## src/rtl/dbg_cmp_pkg.sv

```systemverilog
package dbg_cmp_pkg;
  typedef struct packed {
    logic en;
    logic tag;
    logic rwe;
    logic rw;
    logic sze;
    logic sz;
  } cmp_cfg_t;
endpackage

```

## src/rtl/dbg_cmp_qual.sv

```systemverilog
module dbg_cmp_qual #(
  parameter int AW       = 16,
  parameter bit HAS_SIZE = 1'b1
) (
  input  dbg_cmp_pkg::cmp_cfg_t cfg_i,
  input  logic [AW-1:0]         cmp_addr_i,
  input  logic                  valid_i,
  input  logic [AW-1:0]         addr_i,
  input  logic                  rd_i,
  input  logic                  word_i,
  input  logic                  fetch_i,
  output logic                  forced_hit_o,
  output logic                  fetch_hit_o
);
  logic addr_eq, dir_ok, size_ok;

  // exact, byte-granular compare: a covering word access never hits
  assign addr_eq = valid_i && (addr_i == cmp_addr_i);
  assign dir_ok  = !cfg_i.rwe || (cfg_i.rw == rd_i);

  generate
    if (HAS_SIZE) begin : g_size
      assign size_ok = !cfg_i.sze || (cfg_i.sz == word_i);
    end else begin : g_nosize
      assign size_ok = 1'b1;
    end
  endgenerate

  assign forced_hit_o = addr_eq && dir_ok && size_ok;
  assign fetch_hit_o  = addr_eq && fetch_i;
endmodule

```

## src/rtl/dbg_cmp_tagq.sv

```systemverilog
module dbg_cmp_tagq #(
  parameter int IDW   = 3,
  parameter int DEPTH = 4
) (
  input  logic           clk_i,
  input  logic           rst_ni,
  input  logic           flush_i,
  input  logic           push_i,
  input  logic [IDW-1:0] push_id_i,
  input  logic           exec_i,
  input  logic [IDW-1:0] exec_id_i,
  output logic           release_o
);
  localparam int PW = (DEPTH > 1) ? $clog2(DEPTH) : 1;
  localparam int CW = $clog2(DEPTH + 1);
  localparam logic [CW-1:0] FULL = CW'(DEPTH);
  localparam logic [PW-1:0] LAST = PW'(DEPTH - 1);

  logic [IDW-1:0] mem_q [DEPTH];
  logic [PW-1:0]  wr_q, rd_q;
  logic [CW-1:0]  cnt_q;
  logic           do_push;

  assign release_o = exec_i && (cnt_q != '0) && (mem_q[rd_q] == exec_id_i);
  assign do_push   = push_i && (cnt_q != FULL);

  always_ff @(posedge clk_i or negedge rst_ni) begin
    if (!rst_ni) begin
      wr_q  <= '0;
      rd_q  <= '0;
      cnt_q <= '0;
    end else if (flush_i) begin
      wr_q  <= '0;
      rd_q  <= '0;
      cnt_q <= '0;
    end else begin
      if (do_push) wr_q <= (wr_q == LAST) ? '0 : wr_q + 1'b1;
      if (release_o) rd_q <= (rd_q == LAST) ? '0 : rd_q + 1'b1;
      if (do_push && !release_o) cnt_q <= cnt_q + 1'b1;
      else if (!do_push && release_o) cnt_q <= cnt_q - 1'b1;
    end
  end

  always_ff @(posedge clk_i) begin
    if (do_push && !flush_i) mem_q[wr_q] <= push_id_i;
  end
endmodule

```

## src/rtl/dbg_cmp_chan.sv

```systemverilog
module dbg_cmp_chan #(
  parameter int AW       = 16,
  parameter int IDW      = 3,
  parameter int DEPTH    = 4,
  parameter bit HAS_SIZE = 1'b1
) (
  input  logic                  clk_i,
  input  logic                  rst_ni,
  input  dbg_cmp_pkg::cmp_cfg_t cfg_i,
  input  logic [AW-1:0]         cmp_addr_i,
  input  logic                  valid_i,
  input  logic [AW-1:0]         addr_i,
  input  logic                  rd_i,
  input  logic                  word_i,
  input  logic                  fetch_i,
  input  logic [IDW-1:0]        fetch_id_i,
  input  logic                  exec_i,
  input  logic [IDW-1:0]        exec_id_i,
  input  logic                  flush_i,
  input  logic                  clr_i,
  output logic                  match_o
);
  logic forced_hit, fetch_hit, released, set, match_q;

  dbg_cmp_qual #(.AW(AW), .HAS_SIZE(HAS_SIZE)) u_qual (
    .cfg_i        (cfg_i),
    .cmp_addr_i   (cmp_addr_i),
    .valid_i      (valid_i),
    .addr_i       (addr_i),
    .rd_i         (rd_i),
    .word_i       (word_i),
    .fetch_i      (fetch_i),
    .forced_hit_o (forced_hit),
    .fetch_hit_o  (fetch_hit)
  );

  dbg_cmp_tagq #(.IDW(IDW), .DEPTH(DEPTH)) u_tagq (
    .clk_i     (clk_i),
    .rst_ni    (rst_ni),
    .flush_i   (flush_i || !cfg_i.en || !cfg_i.tag),
    .push_i    (cfg_i.en && cfg_i.tag && fetch_hit),
    .push_id_i (fetch_id_i),
    .exec_i    (exec_i),
    .exec_id_i (exec_id_i),
    .release_o (released)
  );

  assign set = cfg_i.en && (cfg_i.tag ? released : forced_hit);

  // sticky: the condition is not rechecked once set
  always_ff @(posedge clk_i or negedge rst_ni) begin
    if (!rst_ni)                   match_q <= 1'b0;
    else if (!cfg_i.en || clr_i)   match_q <= 1'b0;
    else if (set)                  match_q <= 1'b1;
  end

  assign match_o = match_q;
endmodule

```

## src/rtl/dbg_cmp_bank.sv

```systemverilog
module dbg_cmp_bank #(
  parameter int              AW        = 16,
  parameter int              IDW       = 3,
  parameter int              DEPTH     = 4,
  parameter int              NCMP      = 3,
  parameter logic [NCMP-1:0] SIZE_MASK = 3'b011
) (
  input  logic              clk_i,
  input  logic              rst_ni,
  input  logic              bus_valid_i,
  input  logic [AW-1:0]     bus_addr_i,
  input  logic              bus_rd_i,
  input  logic              bus_word_i,
  input  logic              bus_fetch_i,
  input  logic [IDW-1:0]    fetch_id_i,
  input  logic              exec_i,
  input  logic [IDW-1:0]    exec_id_i,
  input  logic              flush_i,
  input  logic [NCMP-1:0]   clr_i,
  input  logic [NCMP-1:0]   cfg_en_i,
  input  logic [NCMP-1:0]   cfg_tag_i,
  input  logic [NCMP-1:0]   cfg_rwe_i,
  input  logic [NCMP-1:0]   cfg_rw_i,
  input  logic [NCMP-1:0]   cfg_sze_i,
  input  logic [NCMP-1:0]   cfg_sz_i,
  input  logic [NCMP*AW-1:0] cfg_addr_i,
  output logic [NCMP-1:0]   match_o
);
  import dbg_cmp_pkg::*;

  for (genvar k = 0; k < NCMP; k++) begin : g_cmp
    cmp_cfg_t cfg;
    assign cfg = '{en: cfg_en_i[k], tag: cfg_tag_i[k], rwe: cfg_rwe_i[k],
                   rw: cfg_rw_i[k], sze: cfg_sze_i[k], sz: cfg_sz_i[k]};

    dbg_cmp_chan #(.AW(AW), .IDW(IDW), .DEPTH(DEPTH), .HAS_SIZE(SIZE_MASK[k])) u_chan (
      .clk_i      (clk_i),
      .rst_ni     (rst_ni),
      .cfg_i      (cfg),
      .cmp_addr_i (cfg_addr_i[k*AW +: AW]),
      .valid_i    (bus_valid_i),
      .addr_i     (bus_addr_i),
      .rd_i       (bus_rd_i),
      .word_i     (bus_word_i),
      .fetch_i    (bus_fetch_i),
      .fetch_id_i (fetch_id_i),
      .exec_i     (exec_i),
      .exec_id_i  (exec_id_i),
      .flush_i    (flush_i),
      .clr_i      (clr_i[k]),
      .match_o    (match_o[k])
    );
  end
endmodule

```

## config.mk

```make
export PLATFORM = sky130hd
export DESIGN_NAME = dbg_cmp_bank
export DESIGN_NICKNAME = d
export VERILOG_FILES = /design/src/rtl/dbg_cmp_pkg.sv /design/src/rtl/dbg_cmp_qual.sv /design/src/rtl/dbg_cmp_tagq.sv /design/src/rtl/dbg_cmp_chan.sv /design/src/rtl/dbg_cmp_bank.sv
export SDC_FILE = /design/constraint.sdc
export NUM_CORES = 1
export LEC_CHECK = 0
export ABC_AREA = 0
export BUFFER_PORTS_ARGS = -buffer_cell sky130_fd_sc_hd__buf_2
export CAP_MARGIN = 30
export CORE_MARGIN = 4
export CORE_UTILIZATION = 48
export CTS_CLUSTER_DIAMETER = 200
export DETAILED_ROUTE_END_ITERATION = 8
export GPL_TIMING_DRIVEN = 0
export HOLD_SLACK_MARGIN = 0.15
export PLACE_DENSITY = 0.77
export SLEW_MARGIN = 20
export SYNTH_ARGS = -nofsm -noshare
export SYNTH_HDL_FRONTEND = slang
export SYNTH_HIERARCHICAL = 1
export SYNTH_SLANG_ARGS = --single-unit
export TNS_END_PERCENT = 1
```

## constraint.sdc

```tcl
create_clock -name clk_i -period 2.8 [get_ports clk_i]
set_clock_uncertainty 0.2 [all_clocks]
set_input_delay 0.28 -clock clk_i [delete_from_list [all_inputs] [get_ports clk_i]]
set_output_delay 0.28 -clock clk_i [all_outputs]
set_load 0.02 [all_outputs]
```

; Word-level counts from Yosys, hierarchy flattened
; Memories as Yosys holds them, arrays and structs flattened.
; Cells that the tools add are included.
[totals]
reg_bits = 24
output_inout_bits = 3
inputBits = 99
ramBits = 36
mem_count = 3
[mem_list]
columns = memory, words, word_bits, rd, rd_ports_with_merged_regs, write_ports, line
row1 = g_cmp[0].u_chan.u_tagq.mem_q, 4, 3, 1, 0, 1, dbg_cmp_tagq.sv:19  ; logic [IDW-1:0] mem_q [DEPTH];
row2 = g_cmp[1].u_chan.u_tagq.mem_q, 4, 3, 1, 0, 1, dbg_cmp_tagq.sv:19
row3 = g_cmp[2].u_chan.u_tagq.mem_q, 4, 3, 1, 0, 1, dbg_cmp_tagq.sv:19
[op_classes]
n_mux = 42
addsub = 12
eq_ne = 20
n_reduce_logical = 87
[op_table]
columns = cell, n
row1 = equality test 16 bit, 3
row2 = logical AND 1 bit, 38
row3 = 2-to-1 mux 2 bit, 18
row4 = 2-to-1 mux 3 bit, 9
row5 = zero test 1 bit, 20
row6 = nonzero test 2 bit, 9
row7 = nonzero test 3 bit, 6
row8 = 2-to-1 mux 1 bit, 15
row9 = logical OR 1 bit, 14
row10 = "adder 2 x 1 -> 2 bit, second input constant", 6
row11 = "equality test 2 bit, second input constant", 6
row12 = "adder 3 x 1 -> 3 bit, second input constant", 3
row13 = equality test 3 bit, 3
row14 = "inequality test 3 bit, second input constant", 3
row15 = "subtractor 3 x 1 -> 3 bit, second input constant", 3
row16 = equality test 1 bit, 5

; Longest topological paths before layout
; Gate-level depths: netlist (run 1).
[depth]
ltp_word = 10
ltp_mapped = 11
depth_no_buf = 11

; By module
; Netlist (run 1), hierarchy kept.
[by_module_without_submodules]
columns = module, seq_area_each_um2, instances, cells_per_inst, area_per_inst_um2
row1 = dbg_cmp_tagq (g_cmp[0].u_chan.u_tagq ...), 535.5, 2, 70, 955.9
row2 = dbg_cmp_tagq (g_cmp[2].u_chan.u_tagq), 535.5, 1, 70, 948.4
row3 = dbg_cmp_qual (g_cmp[0].u_chan.u_qual ...), 0.0, 2, 27, 211.5
row4 = dbg_cmp_qual (g_cmp[2].u_chan.u_qual), 0.0, 1, 28, 212.7
row5 = dbg_cmp_chan, 25.0, 3, 7, 65.1

; Worst setup path after synthesis (run 1)
; Ideal clock, no wire load.
[synth_path]
path_type = reg2reg
from = register g_cmp[0].u_chan.u_tagq.rd_q[0]
to = register g_cmp[0].u_chan.u_tagq.cnt_q[2]
path_slack_ps = -24
arrival_time_ps = 2499
setup_ps = 125
synth_period_minus_slack_ps = 2824
required_time_ps = 2475
path_stages_with_launch = 10
n_path_buf = 0
cell_sequence = dfrtp_1 -> mux4_1 -> xnor2_1 -> nand4_2 -> inv_1 -> nor2_1 -> fa_1 -> and2_1 -> mux2i_1 -> mux2_2
[synth_via]
elab_chain_cells = 7
word_cells_on_any_way = 9
classes_between = eq/ne (1) / mux (2) / reduce/logical (5) / memory (1)
[synth_rtl]
columns = item, line
row1 = "start, declared", dbg_cmp_tagq.sv:20  ; logic [PW-1:0] wr_q, rd_q;
row2 = "start signal, assigned", dbg_cmp_tagq.sv:38  ; if (release_o) rd_q <= (rd_q == LAST) ? '0 : rd_q + 1'b1;
row3 = memory read (4 x 3 bit) *, --
row4 = equality test 3 bit *, dbg_cmp_tagq.sv:24  ; assign release_o = exec_i && (cnt_q != '0) && (mem_q[rd_q] == exec_id_i);
row5 = logical AND 1 bit *, dbg_cmp_tagq.sv:24
row6 = via g_cmp[0].u_chan.released, dbg_cmp_chan.sv:23  ; logic forced_hit, fetch_hit, released, set, match_q;
row7 = zero test 1 bit, dbg_cmp_tagq.sv:39  ; if (do_push && !release_o) cnt_q <= cnt_q + 1'b1;
row8 = logical AND 1 bit, dbg_cmp_tagq.sv:39
row9 = 2-to-1 mux 3 bit, dbg_cmp_tagq.sv:39
row10 = 2-to-1 mux 3 bit, dbg_cmp_tagq.sv:32  ; end else if (flush_i) begin
row11 = "end signal, assigned", dbg_cmp_tagq.sv:39
row12 = "end signal, assigned", dbg_cmp_tagq.sv:40  ; else if (!do_push && release_o) cnt_q <= cnt_q - 1'b1;
row13 = "end, declared", dbg_cmp_tagq.sv:21  ; logic [CW-1:0] cnt_q;
; Mark *: on every way through the listed nets, which the timed path passes. The rest lies on a longest branch.
; A chain may end at the register's enable or synchronous reset.

; Worst setup path in the final report (run 1)
[layout_path]
from = register g_cmp[1].u_chan.u_tagq.rd_q[0]
to = register g_cmp[1].u_chan.u_tagq.cnt_q[2]
[layout_via]
elab_chain_cells = 7
word_cells_on_any_way = 9
classes_between = eq/ne (1) / mux (2) / reduce/logical (5) / memory (1)
[layout_rtl]
columns = item, line
row1 = "start, declared", dbg_cmp_tagq.sv:20
row2 = "start signal, assigned", dbg_cmp_tagq.sv:38
row3 = memory read (4 x 3 bit) *, --
row4 = equality test 3 bit *, dbg_cmp_tagq.sv:24
row5 = logical AND 1 bit *, dbg_cmp_tagq.sv:24
row6 = via g_cmp[1].u_chan.released, dbg_cmp_chan.sv:23
row7 = zero test 1 bit, dbg_cmp_tagq.sv:39
row8 = logical AND 1 bit, dbg_cmp_tagq.sv:39
row9 = 2-to-1 mux 3 bit, dbg_cmp_tagq.sv:39
row10 = 2-to-1 mux 3 bit, dbg_cmp_tagq.sv:32
row11 = "end signal, assigned", dbg_cmp_tagq.sv:39
row12 = "end signal, assigned", dbg_cmp_tagq.sv:40
row13 = "end, declared", dbg_cmp_tagq.sv:21
; Marks and branches as above.

==> impl_metrics.env, run 1 <==
export IMPL_status="complete, no violations"
export IMPL_cts_buffers=9
export IMPL_grt_usage_pct=19.9
export IMPL_report_final_hold_viol_count=0
export IMPL_yosysWarningCount=6
export IMPL_register_area_um2=1690
export IMPL_finalCriticalPeriod_ns=2.76
export IMPL_die_x_um=95.7
export IMPL_ant_nets=0
export IMPL_layout_common_cells="99 x buf_2, 36 x xnor2_1, 36 x edfxtp_1"
export IMPL_worstMarginPinSlew_ns=0.759
export IMPL_drt_wl_total_um=8520
export IMPL_start_util_pct=50.1
export IMPL_clk_path_buf_depth=2
export IMPL_required_ns=2.83
export IMPL_synth_edf_count=36
export IMPL_placedCellCount=511
export IMPL_syn_area_per_cell_um2=11.8
export IMPL_drv_slew=0
export IMPL_cp_arrival_ns=2.79
export IMPL_fillCellCount=588
export IMPL_maxCapViolations=0
export IMPL_crit_path_end_kind="register"
export IMPL_clk_pin_slew_ns=0.07
export IMPL_core_area_um2=7370
export IMPL_clock_sinks=60
export IMPL_place_congestion=0.856
export IMPL_placement_io_buffers=99
export IMPL_nets=555
export IMPL_final_cell_count_no_fill=545
export IMPL_htree_levels=3
export IMPL_dr_pass1_iters=4
export IMPL_core_rowCount=31
export IMPL_antenna_found_initial=0
export IMPL_relSlewSlack_pct=49.1
export IMPL_rsz0062_at_grt="true"
export IMPL_grt_pass1_wl_um=13500
export IMPL_vias=2771
export IMPL_p_per_area_nw_per_um2=388
export IMPL_setup_viol=0
export IMPL_grt_pass1_vias=2916
export IMPL_area_growth_pct=27.7
export IMPL_fin_crit_sh_pct=98.5
export IMPL_multi_input_area_um2=1960
export IMPL_crit_type="register to register"
export IMPL_ioPinCount=102
export IMPL_max_freq_mhz=362
export IMPL_clock_latency_ns=0.34
export IMPL_die_area_um2=9160
export IMPL_synth_cells=313
export IMPL_drt_iter0_markers=177
export IMPL_async_reset_ff_share_pct=40.0
export IMPL_antenna_cells=0
export IMPL_viasPerCell=5.08
export IMPL_syn_nets=427
export IMPL_drive_gt1_share_pct=37.4
export IMPL_route_detailed_drc=0
export IMPL_cts_root_buf="clkbuf_8"
export IMPL_p_leak_nw=2.00
export IMPL_routedWlPerCell_um=15.6
export IMPL_ys_seq_area_share_pct=45.6
export IMPL_cp_start_kind="register"
export IMPL_cts_tree="done"
export IMPL_grt_max_degree=25
export IMPL_crit_fanout=4
export IMPL_grt_ovfl_total=0
export IMPL_ys_types=34
export IMPL_holdCritPathClass="input pin to register"
export IMPL_synth_flop_cell="edfxtp_1"
export IMPL_tns_ns=0
export IMPL_layout_commonest_cell="buf_2"
export IMPL_syn_area_um2=3690
export IMPL_die_h_um=95.7
export IMPL_ys_ff_latch=60
export IMPL_ir_drop_mv=0.189
export IMPL_hpwlAfterDp_um=6650
[flip-flops by register name, summed over array words and instances, names as in the netlist]
| name | cells |
|---|---|
| g_cmp.u_chan/match_o | 3 |
| g_cmp.u_chan/u_tagq/cnt_q | 9 |
| g_cmp.u_chan/u_tagq/rd_q | 6 |
| g_cmp.u_chan/u_tagq/mem_q | 36 |
| g_cmp.u_chan/u_tagq/wr_q | 6 |
[path summary, 6_finish.rpt]
kind	from	to	slack [ns]	cells after the start
hold reg to reg	g_cmp[1].u_chan/u_tagq/wr_q[1]	g_cmp[1].u_chan/u_tagq/wr_q[1]	0.39	2
max in group asynchronous	rst_ni	g_cmp[1].u_chan/u_tagq/rd_q[0]	1.73	2
setup reg to reg	g_cmp[1].u_chan/u_tagq/rd_q[0]	g_cmp[1].u_chan/u_tagq/cnt_q[2]	0.04	9
min in group asynchronous	rst_ni	g_cmp[2].u_chan/u_tagq/cnt_q[1]	0.26	2
setup / recovery	g_cmp[1].u_chan/u_tagq/rd_q[0]	g_cmp[1].u_chan/u_tagq/cnt_q[2]	0.04	9
hold / removal	cfg_en_i[2]	g_cmp[2].u_chan/u_tagq/cnt_q[1]	0.22	4
[per-stage QoR]
step	hold WS, ns	power [mW]	setup slack, ns	util [%]	instance area [um2]
after floorplan	-0.216	1.05	-0.00860	-	3710
after global placement	0.0937	1.16	-0.207	58.7	4330
after detailed placement	0.102	1.17	-0.242	58.7	4330
after CTS	0.203	1.84	-0.00941	63.5	4680
after global routing	0.256	1.91	-0.105	64.0	4710
final	0.223	1.83	0.0412	64.0	4710
[timing repair]
| item | in CTS | in global routing |
|---|---|---|
| hold buffers | 13 | 0 |
| endpoints found under the hold margin | 63 | 0 |
| setup endpoints to repair | 5 | 3 |
| pin swaps | 7 | 5 |
| gates resized for setup | 11 | 8 |
| setup buffers | 4 | 1 |
[power breakdown]
part,internal [mW],total [mW],switching [mW]
Clock,0.318,0.658,0.340
Sequential,0.939,0.939,0.000000184
Combinational,0.117,0.231,0.113
Total,1.37,1.83,0.453
[final cells by class]
cell class,count,area share [%]
clock inverters,6,0.876
plain buffers,3,0.239
well taps,99,2.63
repair buffers,117,14.1
multi-input cells,223,41.6
inverters,27,2.15
flip-flops and latches,60,35.7
clock buffers,10,2.71
[routing by layer]
| metal | routed length [um] | GRT usage (%) |
|---|---|---|
| met5 | 0 | 0 |
| met4 | 77 | 4.38 |
| met3 | 383 | 5.63 |
| met2 | 4640 | 35.7 |
| met1 | 3420 | 23.8 |
[critical path, stage by stage, from the launching register on]
cell and delay [ns]:
dfrtp_2 0.43, mux4_2 0.55, xnor2_2 0.22, nand4_4 0.12, inv_2 0.09, nor2_2 0.04, fa_2 0.37, and2_4 0.14
mux2i_1 0.13, mux2_2 0.35
[Yosys cell counts (4+ instances only)]
cell type / n / area share, %
edfxtp_1: 36 / 29
a21oi_1: 9 / 1.2
dfrtp_1: 24 / 16
xor2_1: 18 / 4.3
mux2i_1: 9 / 2.4
nor3_1: 5 / 0.68
ha_1: 12 / 4.1
o21ai_0: 4 / 0.54
mux2_2: 9 / 2.7
nor4_1: 4 / 0.68
nor2_1: 36 / 3.7
inv_1: 27 / 2.7
mux4_1: 9 / 6.4
xnor2_1: 45 / 11
nand4_1: 7 / 1.2
and2_1: 15 / 2.5
and3_1: 4 / 0.68
[cell families (layout without fill, tap and decap cells)]
kind of cell / count (synthesis) / in the layout / synth area share (%)
buffers and inverters: 30 / 163 / 3.05
and+or+nand+nor: 92 / 92 / 13.7
DFF: 60 / 60 / 45.6
xor gates and xnor gates: 65 / 65 / 15.8
muxes: 27 / 27 / 11.6
adders and majority gates: 15 / 15 / 5.69
AOI/OAI and AO/OA: 24 / 24 / 4.58
Power figures use the tool's default switching activity.
==> run 2: changes to the inputs <==
==> constraint.sdc (replaced) <==
create_clock -name clk_i -period 2.8 [get_ports clk_i]
set_clock_uncertainty 0.2 [all_clocks]
set_input_delay 0.84 -clock clk_i [delete_from_list [all_inputs] [get_ports clk_i]]
set_output_delay 0.84 -clock clk_i [all_outputs]
set_load 0.02 [all_outputs]
==> run 2 against run 1 <==
  * Critical endpoint is now g_cmp[2].u_chan/u_tagq/cnt_q[2]
  * Fmax down 3.0%
  * Final cell count decreased by 2.2%
  * The run now ends with setup timing left
  * Largest power group unchanged
  * Non-clock buffer count decreased by 12
  * Sequential share of layout area is 0.088 points higher
  * Flip-flop and latch count unchanged
  * Cell area is 0.32% lower
  * Via count is 0.25% lower
  * Sequential power is essentially flat
  * First-iteration DRC count shrank 47%
  * Hold slack gained 0.081 ns
  * Utilization down 0.20 points
==> impl_metrics.env, run 2 (same netlist as run 1, synthesis figures left out) <==
export IMPL_reg_largest_list="g_cmp.u_chan/u_tagq/mem_q: 36 flops, g_cmp.u_chan/u_tagq/cnt_q: 9 flops"
export IMPL_die_h_um=95.7
export IMPL_vias=2764
export IMPL_cp_start_kind="input pin"
export IMPL_nets=543
export IMPL_hold_end="g_cmp[2].u_chan/match_o"
export IMPL_ir_drop_mv=0.346
export IMPL_worstMarginPinSlew_ns=0.588
export IMPL_largest_register="g_cmp.u_chan/u_tagq/mem_q"
export IMPL_r2r_slack_ns=-0.01
export IMPL_hp_start="g_cmp[2].u_chan/match_o"
export IMPL_cts_hold_buffers_added=0
export IMPL_largest_reg_flops=36
export IMPL_relSlewSlack_pct=60.8
export IMPL_core_area_um2=7370
export IMPL_p_per_area_nw_per_um2=383
export IMPL_drv_slew=0
export IMPL_drt_iter0_markers=94
export IMPL_timing_final_ws_setup_ns=-0.0452
export IMPL_core_rowCount=31
export IMPL_violations="setup timing"
export IMPL_required_ns=2.81
export IMPL_clock_sinks=60
export IMPL_grt_usage_pct=18.8
export IMPL_grt_max_degree=25
export IMPL_regToRegStartpoint="g_cmp[2].u_chan/u_tagq/rd_q[0]"
export IMPL_clk_path_buf_depth=2
export IMPL_final_cell_count_no_fill=533
export IMPL_start_util_pct=50.1
export IMPL_cts_buffers=9
export IMPL_holdCritPathClass="register to register"
export IMPL_grt_pass1_wl_um=12900
export IMPL_report_final_hold_viol_count=0
export IMPL_crit_type="input pin to register"
export IMPL_cts_root_buf="clkbuf_8"
export IMPL_r2r_cells=9
export IMPL_placedCellCount=511
export IMPL_grt_pass1_vias=2841
export IMPL_route_detailed_drc=0
export IMPL_antenna_found_initial=0
export IMPL_crit_path_end_kind="register"
export IMPL_drt_wl_total_um=8640
export IMPL_clock_latency_ns=0.33
export IMPL_placement_io_buffers=99
export IMPL_maxCapViolations=0
export IMPL_holdPathStages=2
export IMPL_status="complete, but fails checks"
export IMPL_fin_crit_sh_pct=102
export IMPL_p_leak_nw=1.99
export IMPL_drive_gt1_share_pct=38.5
export IMPL_ioPinCount=102
export IMPL_die_area_um2=9160
export IMPL_setup_viol=1
export IMPL_rsz0062_at_grt="true"
export IMPL_routedWlPerCell_um=16.2
export IMPL_max_freq_mhz=351
export IMPL_placed_cell_area_um2=4360
export IMPL_place_congestion=0.801
export IMPL_finalCriticalPeriod_ns=2.85
export IMPL_stdcell_area_um2=4700
export IMPL_grt_ovfl_total=0
export IMPL_layout_commonest_cell="buf_2"
export IMPL_die_x_um=95.7
export IMPL_r2r_end="g_cmp[2].u_chan/u_tagq/cnt_q[2]"
export IMPL_clk_pin_slew_ns=0.06
export IMPL_layout_common_cells="95 x buf_2, 38 x xnor2_1, 36 x edfxtp_1"
export IMPL_hpwlAfterDp_um=6630
export IMPL_cp_arrival_ns=2.85
export IMPL_area_growth_pct=27.3
export IMPL_antenna_cells=0
export IMPL_htree_levels=3
export IMPL_ant_nets=0
export IMPL_dr_pass1_iters=4
export IMPL_viasPerCell=5.19
export IMPL_crit_fanout=3
export IMPL_cts_tree="done"
==> run 2: changes by cell type in the layout (fill, tap and decap cells not counted), sizes merged <==
cell / previous run / this run
dlygate4sd3: 13 / 0
clkbuf: 13 / 15
clkinv: 3 / 4
clkinvlp: 3 / 0
buf: 104 / 105
==> run 2: final cells by class <==
class / count / area [um2]
Fill cell: 572 / 2670
Sequential cell: 60 / 1680
Inverter: 27 / 101
Tap cell: 99 / 124
Clock buffer: 12 / 135
Buffer: 3 / 11.3
Multi-Input combinational cell: 223 / 2060
Timing Repair Buffer: 105 / 566
Clock inverter: 4 / 20.0
==> run 2: worst max path at each step <==
stage | from | endpoint | slack, ns | cells after the start
2_1_floorplan | cfg_addr_i[15] | g_cmp[0].u_chan/u_tagq/cnt_q[2] | -0.11 | 10
3_3_place_gp | bus_addr_i[4] | g_cmp[1].u_chan/u_tagq/cnt_q[2] | -0.68 | 12
3_5_place_dp | bus_addr_i[4] | g_cmp[1].u_chan/u_tagq/cnt_q[2] | -0.69 | 12
4_1_cts | bus_addr_i[3] | g_cmp[1].u_chan/u_tagq/cnt_q[2] | -0.07 | 12
5_1_grt | bus_addr_i[15] | g_cmp[1].u_chan/u_tagq/cnt_q[2] | -0.11 | 11
6_report | bus_addr_i[15] | g_cmp[2].u_chan/u_tagq/cnt_q[2] | -0.05 | 12
==> run 2: layer usage <==
layer / GRT usage [%] / routed length [um]
met1: 18.9 / 3290
met2: 35.8 / 4440
met3: 4.61 / 756
met4: 8.65 / 150
met5: 0 / 0
==> run 2: critical path, stage by stage <==
cell and delay (ns):
buf_2 0.13, xnor2_1 0.18, nand4_1 0.13, nor4_2 0.20, and4_1 0.23, and3_4 0.18, o31ai_4 0.07, nor2_2 0.11
fa_2 0.21, nor2_1 0.05, mux2i_1 0.17, mux2_2 0.35
==> run 2: what timing repair did <==
action | in CTS | in global routing
setup endpoints to repair | 15 | 34
gates resized for setup | 17 | 17
hold endpoints to repair | 0 | 0
setup buffers | 6 | 0
pin swaps | 20 | 10
==> run 2: through the flow <==
step / setup WS [ns] / setup TNS (ns) / hold slack, ns / utilization, % / total power, mW
final: -0.0452 / -0.0452 / 0.304 / 63.8 / 1.80
after floorplan: -0.114 / -0.340 / 0.342 / - / 1.04
after detailed placement: -0.686 / -14.26 / 0.297 / 59.2 / 1.17
after global routing: -0.107 / -0.313 / 0.328 / 63.8 / 1.88
after CTS: -0.0699 / -0.164 / 0.306 / 63.0 / 1.81
after global placement: -0.676 / -13.87 / 0.296 / 59.2 / 1.16
==> run 2: power by group <==
| group | switching, mW | total, mW | internal (mW) |
|---|---|---|---|
| Clock | 0.315 | 0.631 | 0.316 |
| Sequential | 0.000000193 | 0.939 | 0.939 |
| Combinational | 0.117 | 0.232 | 0.115 |
| Total | 0.432 | 1.80 | 1.37 |
==> run 3: changes to the inputs <==
Settings changed: CORE_UTILIZATION 48 to 49, CTS_BUF_LIST from default to sky130_fd_sc_hd__clkbuf_4 sky130_fd_sc_hd__clkbuf_8, PLACE_DENSITY 0.77 to 0.79.
==> run 3 against run 2 <==
  * The run still ends with setup timing left
  * Fmax is 1.1% higher
  * Flip-flop and latch count unchanged
  * Wire length up 5.6%
  * Critical endpoint is now g_cmp[1].u_chan/u_tagq/cnt_q[2]
  * Via count increased by 1.8%
  * Cell area up 5.7%
  * Sequential share of layout area is 1.9 points lower
  * Utilization up 4.4 points
  * Critical path depth down 3
  * Clock power rose by 32%
==> impl_metrics.env, run 3 (same netlist as run 1, synthesis figures left out) <==
export IMPL_hpwlAfterDp_um=6430
export IMPL_worstMarginPinSlew_ns=0.566
export IMPL_grt_pass1_vias=2889
export IMPL_route_detailed_drc=0
export IMPL_register_area_um2=1680
export IMPL_status="complete, but fails checks"
export IMPL_cts_buffers=9
export IMPL_fillCellCount=525
export IMPL_placement_io_buffers=99
export IMPL_placed_cell_area_um2=4360
export IMPL_htree_levels=3
export IMPL_max_stage_delay_ns=0.62
export IMPL_violations="setup timing"
export IMPL_cp_top_family="multiplexers"
export IMPL_rsz0062_at_grt="true"
export IMPL_crit_path_end_kind="register"
export IMPL_dr_pass1_iters=4
export IMPL_startpoint="g_cmp[1].u_chan/u_tagq/rd_q[0]"
export IMPL_clk_pin_slew_ns=0.07
export IMPL_drt_iter0_markers=121
export IMPL_reg_largest_list="g_cmp.u_chan/u_tagq/mem_q: 36 flops, g_cmp.u_chan/u_tagq/cnt_q: 9 flops"
export IMPL_fin_crit_sh_pct=101
export IMPL_grt_usage_pct=20.1
export IMPL_finalPower_mw=2.03
export IMPL_cts_tree="done"
export IMPL_post_place_ws_ns=-0.766
export IMPL_regToRegStartpoint="g_cmp[1].u_chan/u_tagq/rd_q[0]"
export IMPL_clk_path_buf_depth=2
export IMPL_die_x_um=94.8
export IMPL_placedCellCount=511
export IMPL_layout_common_cells="88 x buf_2, 36 x edfxtp_1, 31 x nor2_1"
export IMPL_setup_viol=1
export IMPL_cp_arrival_ns=2.84
export IMPL_p_leak_nw=2.14
export IMPL_timing_final_ws_setup_ns=-0.0156
export IMPL_routedWlPerCell_um=16.8
export IMPL_ant_nets=0
export IMPL_cp_slowest_cell="mux4_1"
export IMPL_ioPinCount=102
export IMPL_drt_wl_total_um=9120
export IMPL_core_area_um2=7290
export IMPL_largest_register="g_cmp.u_chan/u_tagq/mem_q"
export IMPL_cp_cell_sequence="mux4_1, xnor2_2, nand4_2, inv_1, nor2_2, fa_2, and2_1, mux2i_1, mux2_2"
export IMPL_clock_latency_ns=0.33
export IMPL_clock_sinks=60
export IMPL_start_util_pct=50.6
export IMPL_relSlewSlack_pct=62.3
export IMPL_p_per_area_nw_per_um2=409
export IMPL_grt_pass1_wl_um=13400
export IMPL_die_area_um2=8990
export IMPL_report_final_hold_viol_count=0
export IMPL_holdWs_ns=0.292
export IMPL_cp_start_kind="register"
export IMPL_maxCapViolations=0
export IMPL_holdCritPathClass="input pin to asynchronous set/reset pin"
export IMPL_grt_ovfl_total=0
export IMPL_cp_buffers_inverters=1
export IMPL_grt_max_degree=25
export IMPL_finalCriticalPeriod_ns=2.82
export IMPL_final_cell_count_no_fill=544
export IMPL_die_h_um=94.8
export IMPL_nets=554
export IMPL_antenna_cells=0
export IMPL_area_growth_pct=34.6
export IMPL_drv_slew=0
export IMPL_stdcell_area_um2=4970
export IMPL_cts_hold_buffers_added=0
export IMPL_vias=2814
export IMPL_layout_commonest_cell="buf_2"
export IMPL_antenna_found_initial=0
export IMPL_crit_fanout=4
export IMPL_crit_type="register to register"
export IMPL_place_congestion=0.755
export IMPL_multi_input_area_um2=2130
export IMPL_largest_reg_flops=36
export IMPL_required_ns=2.82
export IMPL_cts_root_buf="clkbuf_8"
export IMPL_max_freq_mhz=355
export IMPL_r2r_slack_ns=-0.02
export IMPL_core_rowCount=31
export IMPL_drive_gt1_share_pct=42.7
export IMPL_ir_drop_mv=0.418
export IMPL_viasPerCell=5.17
==> run 3: cell types whose count changed in the layout (fill, tap and decap cells not counted), sizes merged <==
| cell | previous run | this run |
|---|---|---|
| clkinv | 4 | 2 |
| buf | 105 | 116 |
| clkbuf | 15 | 14 |
| clkinvlp | 0 | 1 |
| bufinv | 0 | 2 |
==> run 3: where the power goes <==
part	leakage [nW]	total (mW)	switching (mW)	internal (mW)
combinational	1.38	0.257	0.124	0.132
sequential	0.656	0.939	0.000000197	0.939
clock	0.108	0.836	0.320	0.516
total	2.14	2.03	0.444	1.59
==> run 3: final cells by class <==
| class | instances | share of cell area (%) |
|---|---|---|
| Clock inverter | 5 | 1.54 |
| Clock buffer | 11 | 2.80 |
| Sequential cell | 60 | 33.9 |
| Inverter | 27 | 2.04 |
| Buffer | 3 | 0.227 |
| Multi-Input combinational cell | 223 | 42.8 |
| Tap cell | 99 | 2.49 |
| Timing Repair Buffer | 116 | 14.2 |
==> run 3: worst paths after layout <==
check	endpoint	cells past startpoint
max	g_cmp[1].u_chan/u_tagq/cnt_q[2]	9
min	g_cmp[0].u_chan/u_tagq/wr_q[1]	1
max reg2reg	g_cmp[1].u_chan/u_tagq/cnt_q[2]	9
min reg2reg	g_cmp[2].u_chan/match_o	2
max in group asynchronous	g_cmp[1].u_chan/u_tagq/rd_q[0]	1
min in group clk_i	g_cmp[2].u_chan/match_o	2
==> run 3: routing by layer <==
layer / vias to the layer above / routed length [um] / share of wire (%) / GRT usage (%)
met1: 1317 / 3350 / 37 / 19.9
met5: - / 0 / 0 / 0
met4: 0 / 334 / 3.7 / 9.01
li1: 1354 / - / - / -
met3: 25 / 793 / 8.7 / 6.06
met2: 118 / 4650 / 51 / 37.9
==> run 3: repair_timing <==
item | CTS | global route
endpoints found under the setup margin | 28 | 36
gates resized for setup | 35 | 22
pin swaps | 30 | 6
gates cloned | 0 | 0
buffers inserted | 15 | 2
==> run 3: worst reg2reg max path: cells and delay by family (launching register included) <==
family | cells | cell delay, ns
xor gates and xnor gates | 1 | 0.17
and+or+nand+nor | 3 | 0.35
adders and majority gates | 1 | 0.33
muxes | 3 | 1.13
DFF | 1 | 0.42
buffers and inverters | 1 | 0.11
==> run 3: metrics by stage <==
stage / util (%) / TNS [ns]
3_3_place_gp: 59.8 / -15.11
6_report: 68.1 / -0.0156
4_1_cts: 66.5 / -0.121
5_1_grt: 68.1 / -0.342
3_5_place_dp: 59.8 / -17.64
2_1_floorplan: - / -0.340
